`src/rtl/irq_entry_pkg.sv`:
```
package irq_entry_pkg;
  localparam int XLEN   = 32;
  localparam int SET_W  = 6;
  localparam int LVL_W  = 6;

  localparam int B_UM     = 0;
  localparam int B_EH     = 2;
  localparam int B_IH     = 3;
  localparam int B_IL_LO  = 4;
  localparam int B_CRS_LO = 10;
  localparam int B_PRS_LO = 16;
  localparam int B_NMI    = 22;
  localparam int B_RSIE   = 23;
  localparam int B_SRS    = 31;

  typedef struct packed {
    logic [XLEN-1:0]  handler;
    logic [SET_W-1:0] set;
    logic [LVL_W-1:0] lvl;
    logic             nmi;
  } irq_req_t;

  function automatic logic [XLEN-1:0] f_entry_status(
    input logic [XLEN-1:0]  old,
    input logic [SET_W-1:0] set,
    input logic [LVL_W-1:0] lvl,
    input logic             nmi
  );
    logic [XLEN-1:0] s;
    s = old;
    s[B_CRS_LO +: SET_W] = set;
    s[B_IL_LO +: LVL_W]  = lvl;
    s[B_NMI]  = nmi;
    s[B_RSIE] = 1'b0;
    s[B_UM]   = 1'b0;
    s[B_IH]   = 1'b1;
    if (!old[B_EH]) s[B_PRS_LO +: SET_W] = old[B_CRS_LO +: SET_W];
    return s;
  endfunction

  function automatic logic [XLEN-1:0] f_saved_copy(
    input logic [XLEN-1:0]  old,
    input logic [SET_W-1:0] set
  );
    logic [XLEN-1:0] c;
    c = old;
    if (set != old[B_CRS_LO +: SET_W]) c[B_SRS] = 1'b1;
    return c;
  endfunction

  function automatic logic f_in_range(input logic [SET_W-1:0] set, input int n);
    return (32'(set) < 32'(n));
  endfunction
endpackage

```
`src/rtl/irq_entry_calc.sv`:
```
module irq_entry_calc
  import irq_entry_pkg::*;
#(
  parameter int NUM_SETS = 8
) (
  input  logic [XLEN-1:0]  old_status,
  input  logic [SET_W-1:0] set,
  input  logic [LVL_W-1:0] lvl,
  input  logic             nmi,
  output logic [XLEN-1:0]  new_status,
  output logic [XLEN-1:0]  saved_copy,
  output logic             in_range,
  output logic             to_estatus,
  output logic             to_slot,
  output logic             wr_ret
);
  logic eh_w;
  logic set_zero_w;

  assign eh_w       = old_status[B_EH];
  assign set_zero_w = (set == '0);
  assign in_range   = f_in_range(set, NUM_SETS);
  assign new_status = f_entry_status(old_status, set, lvl, nmi);
  assign saved_copy = f_saved_copy(old_status, set);
  assign wr_ret     = in_range && !eh_w;
  assign to_estatus = wr_ret && set_zero_w;
  assign to_slot    = wr_ret && !set_zero_w;
endmodule

```
`src/rtl/irq_entry_seq.sv`:
```
module irq_entry_seq
  import irq_entry_pkg::*;
(
  input  logic     clk,
  input  logic     rst_n,
  input  logic     acc,
  input  irq_req_t req_in,
  output logic     busy,
  output logic     take,
  output irq_req_t req_cap
);
  typedef enum logic {ST_IDLE = 1'b0, ST_APPLY = 1'b1} st_t;
  st_t state_q;

  assign busy = (state_q == ST_APPLY);
  assign take = acc && (state_q == ST_IDLE);

  always_ff @(posedge clk or negedge rst_n) begin
    if (!rst_n) begin
      state_q <= ST_IDLE;
      req_cap <= '0;
    end else begin
      case (state_q)
        ST_IDLE: if (take) begin
          state_q <= ST_APPLY;
          req_cap <= req_in;
        end
        default: state_q <= ST_IDLE;
      endcase
    end
  end
endmodule

```
`src/rtl/irq_entry_unit.sv`:
```
module irq_entry_unit
  import irq_entry_pkg::*;
#(
  parameter int          NUM_SETS = 8,
  parameter logic [31:0] RESET_PC = 32'h0000_0000
) (
  input  logic        clk,
  input  logic        rst_n,
  input  logic        acc,
  input  logic [31:0] req_handler,
  input  logic [5:0]  req_set,
  input  logic [5:0]  req_level,
  input  logic        req_nmi,
  input  logic        ctx_load,
  input  logic [31:0] ctx_status,
  input  logic [31:0] ctx_pc,
  output logic [31:0] status_o,
  output logic [31:0] estatus_o,
  output logic [31:0] pc_o,
  output logic        busy,
  output logic        done,
  output logic        set_err,
  output logic        sst_we,
  output logic [5:0]  sst_set,
  output logic [31:0] sst_data,
  output logic        ea_we,
  output logic [5:0]  ea_set,
  output logic [31:0] ea_data
);
  irq_req_t req_in_w, req_cap_w;
  logic     take_w;
  logic [XLEN-1:0] new_status_w, saved_copy_w;
  logic in_range_w, to_estatus_w, to_slot_w, wr_ret_w;
  logic apply_ok_w, ctx_take_w;

  assign req_in_w = '{handler: req_handler, set: req_set, lvl: req_level, nmi: req_nmi};

  irq_entry_seq u_seq (
    .clk     (clk),
    .rst_n   (rst_n),
    .acc     (acc),
    .req_in  (req_in_w),
    .busy    (busy),
    .take    (take_w),
    .req_cap (req_cap_w)
  );

  irq_entry_calc #(.NUM_SETS(NUM_SETS)) u_calc (
    .old_status (status_o),
    .set        (req_cap_w.set),
    .lvl        (req_cap_w.lvl),
    .nmi        (req_cap_w.nmi),
    .new_status (new_status_w),
    .saved_copy (saved_copy_w),
    .in_range   (in_range_w),
    .to_estatus (to_estatus_w),
    .to_slot    (to_slot_w),
    .wr_ret     (wr_ret_w)
  );

  assign apply_ok_w = busy && in_range_w;
  assign ctx_take_w = !busy && !take_w && ctx_load;

  assign sst_we   = busy && to_slot_w;
  assign sst_set  = req_cap_w.set;
  assign sst_data = saved_copy_w;
  assign ea_we    = busy && wr_ret_w;
  assign ea_set   = req_cap_w.set;
  assign ea_data  = pc_o + 32'd4;

  always_ff @(posedge clk or negedge rst_n) begin
    if (!rst_n) begin
      status_o  <= '0;
      estatus_o <= '0;
      pc_o      <= RESET_PC;
      done      <= 1'b0;
      set_err   <= 1'b0;
    end else begin
      done    <= busy;
      set_err <= busy && !in_range_w;
      if (apply_ok_w) begin
        status_o <= new_status_w;
        pc_o     <= req_cap_w.handler;
        if (to_estatus_w) estatus_o <= status_o;
      end else if (ctx_take_w) begin
        status_o <= ctx_status;
        pc_o     <= ctx_pc;
      end
    end
  end
endmodule

```
`config.mk`:
```
export PLATFORM = sky130hd
export DESIGN_NAME = irq_entry_unit
export DESIGN_NICKNAME = d
export VERILOG_FILES = /design/src/rtl/irq_entry_pkg.sv /design/src/rtl/irq_entry_calc.sv /design/src/rtl/irq_entry_seq.sv /design/src/rtl/irq_entry_unit.sv
export SDC_FILE = /design/constraint.sdc
export NUM_CORES = 1
export LEC_CHECK = 0
export ABC_AREA = 1
export ABC_CLOCK_PERIOD_IN_PS = 1900
export BUFFER_PORTS_ARGS = -buffer_cell sky130_fd_sc_hd__buf_2
export CORE_MARGIN = 5
export CORE_UTILIZATION = 49
export CTS_CLUSTER_DIAMETER = 60
export CTS_CLUSTER_SIZE = 24
export DETAILED_ROUTE_END_ITERATION = 7
export PLACE_DENSITY = 0.83
export SETUP_SLACK_MARGIN = 0.15
export SLEW_MARGIN = 20
export SYNTH_ARGS = -nofsm -noshare
export SYNTH_HDL_FRONTEND = slang
export SYNTH_SLANG_ARGS = --single-unit
```
`constraint.sdc`:
```
create_clock -name clk -period 1.9 [get_ports clk]
set_input_delay 0.38 -clock clk [delete_from_list [all_inputs] [get_ports clk]]
set_output_delay 0.38 -clock clk [all_outputs]
set_load 0.1 [all_outputs]
```
==> impl_metrics.env <==
export IMPL_status="complete, but fails checks"
export IMPL_violations="negative setup slack"
export IMPL_critPathArrivalTime_ps=2010
export IMPL_timing_setup_tns_ps=-10600
export IMPL_layout_area_overhead_vs_synth_pct=58.25
export IMPL_critPathMaxFanout=3
export IMPL_p_clk_share_pct=17.4
export IMPL_fraction_of_synthesized_cell_area_taken_by_the_top_area_cell_type_pct=49.85
export IMPL_avgSynthCellArea_sq_um=8.076
export IMPL_critPathCaptureType="output pin"
export IMPL_clock_tree_root_cell="sky130_fd_sc_hd__clkbuf_16"
export IMPL_die_area_sq_um=17280
export IMPL_antenna_found_initial=2
export IMPL_finalInstanceArea_sq_um=11440
export IMPL_cts_made_buffers=17
export IMPL_critical_path_cell_chain="buf_6 -> nand2_2 -> nor2_4 -> nand2_4 -> nor2_4 -> buf_6 -> nand3b_1 -> nand2_4 -> buf_12"
export IMPL_largest_stage_delay_on_the_critical_path_ps=430
export IMPL_vdd_ir_drop_worst_mv=1.338
export IMPL_postSynthNetCount=1009
export IMPL_critical_path_buf_inv_count=3
export IMPL_finalCriticalPeriod_ps=2390
export IMPL_drtAntennaViolNets=0
export IMPL_place_congestion=0.9479
export IMPL_required_time_reported_for_the_critical_path_endpoint_ps=1520
export IMPL_grt_overflow_total=0
export IMPL_finalClockSkew_ps=11.39
export IMPL_finalSetupViolCount=32
export IMPL_seq_area_frac_synth_pct=49.85
export IMPL_rsz0062_at_grt="yes"
export IMPL_min_path_type="in2reg"
export IMPL_final_max_slew_violation_count=0
export IMPL_synth_distinct_cells=30
export IMPL_number_of_warning_messages_in_the_yosys_log=0
export IMPL_route_final_wire_length_um=26960
export IMPL_sw_frac_of_total_pct=56.01
export IMPL_p_sw_w=0.01047
export IMPL_num_clock_sinks=144
export IMPL_ys_seq_elements=144
export IMPL_place_detailed_hpwl_um=17830
export IMPL_timing_critical_path_max_delay_family="simple AND/OR/NAND/NOR gates"
export IMPL_clk_transition_reported_paths_ps=60
export IMPL_timing_max_slew_rel_slack_pct=64.95
export IMPL_h_tree_depth=4
export IMPL_drt_first_pass_iters=5
export IMPL_slowest_library_cell_on_the_worst_path="sky130_fd_sc_hd__dfrtp_4"
export IMPL_layout_cells_non_filler=1403
export IMPL_drcViolationCount=0
export IMPL_initial_core_util_pct=49.92
export IMPL_synth_cell_area_sq_um=7228
export IMPL_clockBufferDepth=2
export IMPL_first_global_vias=7329
export IMPL_slew_of_the_pin_with_the_lowest_slew_margin_ps=529.4
export IMPL_global_route_usage_total_pct=28.48
export IMPL_post_synth_inst_count=895
export IMPL_placementRows=44
export IMPL_power_report_internal_total_w=0.008224
export IMPL_buffer_ports_inserted=289
export IMPL_timing_worst_setup_path_type="reg2out"
export IMPL_routed_via_density=5.292
export IMPL_grt_start_max_net_pins=56
export IMPL_power_frac_seq_pct=23.7
export IMPL_fp_coreArea_sq_um=14480
export IMPL_power_frac_comb_pct=58.9
export IMPL_design_final_nets=1321
export IMPL_die_y_um=131.5
export IMPL_detailedRoute_firstIterationViolations=727
export IMPL_cellPowerDensity_nw_per_um2=1634
export IMPL_power_static_leakage_nw=5.809
export IMPL_chipWidth_um=131.5
export IMPL_tritoncts="done"
export IMPL_overall_power_after_layout_w=0.01870
export IMPL_avgRoutedWirePerCell_um=19.21
export IMPL_max_cap_viol_count=0
export IMPL_vias=7425
export IMPL_final_hold_viol_count=0
export IMPL_ios=290
export IMPL_placed_cells=1323
export IMPL_fmax_mhz=418.4
export IMPL_dominant_cells_by_area_after_synthesis="sky130_fd_sc_hd__dfrtp_1, sky130_fd_sc_hd__nand2_1, sky130_fd_sc_hd__buf_4"
export IMPL_post_route_worst_setup_slack_ps=-490.2
export IMPL_pre_cts_slack_ps=-247.8
export IMPL_insertion_delay_ps=420
export IMPL_critPathLaunchType="flip-flop"
export IMPL_grt_first_pass_wirelength_um=39740
export IMPL_placed_cell_area_sq_um=9778
export IMPL_layout_drive_gt1_share_pct=49.75
export IMPL_filler_cell_count=936
export IMPL_synth_largest_area_cell="sky130_fd_sc_hd__dfrtp_1"
export IMPL_post_route_period_util_pct=125.8
-- power groups by stage --
stage	clock (W)	combinational, W	sequential, W
floorplan	0	0.00480	0.00781
global placement	0	0.0103	0.00438
detailed placement	0	0.0104	0.00441
CTS	0.00329	0.0108	0.00438
global route	0.00344	0.0113	0.00451
finish	0.00326	0.0110	0.00443
-- cell families (layout without fill, tap and decap cells) --
group	count (synthesis)	after routing	synth area share, %
XOR/XNOR	16	16	1.939
AO/OA/AOI/OAI	77	77	7.374
adder cells (fa/ha/maj)	1	1	0.1731
buffers and inverters	146	469	11.89
other	0	1	0
AND/OR/NAND/NOR	511	511	28.77
flip-flops	144	144	49.85
-- cell usage in the layout, fill, tap and decap left out, drive strengths merged, types with 2 or more instances in the layout --
cell | synthesis | routed
nand2 | 405 | 405
nor2 | 50 | 50
clkinvlp | 0 | 3
nand3b | 6 | 6
inv | 53 | 55
xnor2 | 8 | 8
nand3 | 46 | 46
dfrtp | 144 | 144
o211ai | 22 | 22
nor3 | 2 | 2
clkinv | 1 | 6
o21ai | 52 | 52
xor2 | 8 | 8
clkbuf | 12 | 26
buf | 80 | 376
bufinv | 0 | 2
a21oi | 2 | 2
-- final cells by class --
cell class / instances / area (sq um) / share of cell area (%)
flip-flops and latches: 144 / 3706 / 32.40
multi-input cells: 605 / 3565 / 31.16
repair buffers: 385 / 3151 / 27.54
clock buffers: 18 / 429.2 / 3.752
well taps: 184 / 230.2 / 2.013
inverters: 54 / 217.7 / 1.903
clock inverters: 12 / 137.6 / 1.203
diodes: 1 / 2.502 / 0.02188
-- per-layer routing --
metal,wire [um],track usage (%)
met5,11,0
met4,1194,12.46
met3,2175,5.352
met2,13430,46.84
met1,10150,36.93
-- synth_stat cells --
master	instances
sky130_fd_sc_hd__nand2_4	3
sky130_fd_sc_hd__nor2_1	45
sky130_fd_sc_hd__nor3_4	1
sky130_fd_sc_hd__nand3_1	45
sky130_fd_sc_hd__nand2_1	402
sky130_fd_sc_hd__inv_1	49
sky130_fd_sc_hd__a21boi_0	1
sky130_fd_sc_hd__o21ai_2	24
sky130_fd_sc_hd__nand3_4	1
sky130_fd_sc_hd__nand4_1	1
sky130_fd_sc_hd__nor3_1	1
sky130_fd_sc_hd__inv_2	3
sky130_fd_sc_hd__buf_4	64
sky130_fd_sc_hd__ha_1	1
sky130_fd_sc_hd__inv_4	1
sky130_fd_sc_hd__o21ai_0	28
sky130_fd_sc_hd__nand3b_1	6
sky130_fd_sc_hd__nor2_4	3
sky130_fd_sc_hd__or2_2	1
sky130_fd_sc_hd__clkinv_1	1
sky130_fd_sc_hd__a21oi_1	2
sky130_fd_sc_hd__buf_1	1
sky130_fd_sc_hd__dfrtp_1	144
sky130_fd_sc_hd__clkbuf_1	12
sky130_fd_sc_hd__xor2_1	8
sky130_fd_sc_hd__buf_2	7
sky130_fd_sc_hd__buf_6	8
sky130_fd_sc_hd__o211ai_1	22
sky130_fd_sc_hd__xnor2_1	8
sky130_fd_sc_hd__nor2_2	2
-- per-stage QoR --
step | utilization, % | hold WS (ps)
CTS | 75.60 | 148.1
global placement | 67.53 | 297.6
detailed placement | 67.53 | 300.2
floorplan | - | 84.41
global route | 79.00 | 153.0
finish | 79.00 | 158.5
-- worst paths after layout --
path / depth (start not counted) / to / startpoint / slack (ps)
max: 9 / ea_data[23] / pc_o[3] / -490
min: 3 / u_seq.req_cap[28] / req_handler[15] / 160
max reg2reg: 9 / pc_o[16] / u_seq.busy / 100
min reg2reg: 2 / estatus_o[1] / estatus_o[1] / 470
max in group asynchronous: 3 / u_seq.busy / rst_n / 870
min in group asynchronous: 2 / status_o[24] / rst_n / 450
-- state kept, by name, summed over array words and instances (netlist names) --
register	flops
u_seq.busy	1
done	1
set_err	1
estatus_o	32
u_seq.req_cap	45
status_o	32
pc_o	32
-- worst register-to-register path, stage by stage (launching register included) --
cell	delay (ps)
sky130_fd_sc_hd__dfrtp_4	530
sky130_fd_sc_hd__nand3_4	120
sky130_fd_sc_hd__buf_6	100
sky130_fd_sc_hd__buf_6	90
sky130_fd_sc_hd__buf_8	120
sky130_fd_sc_hd__clkinvlp_4	200
sky130_fd_sc_hd__buf_12	190
sky130_fd_sc_hd__clkbuf_16	180
sky130_fd_sc_hd__nand2_1	90
sky130_fd_sc_hd__nand3_1	80
-- repair_timing --
action	4_1_cts	5_1_grt
cloned	0	5
setup buffers	26	17
endpoints found under the hold margin	30	0
setup endpoints to repair	56	72
gates resized for setup	125	58
pin swaps	41	30
hold buffers	1	0
Power figures use the tool's default switching activity.
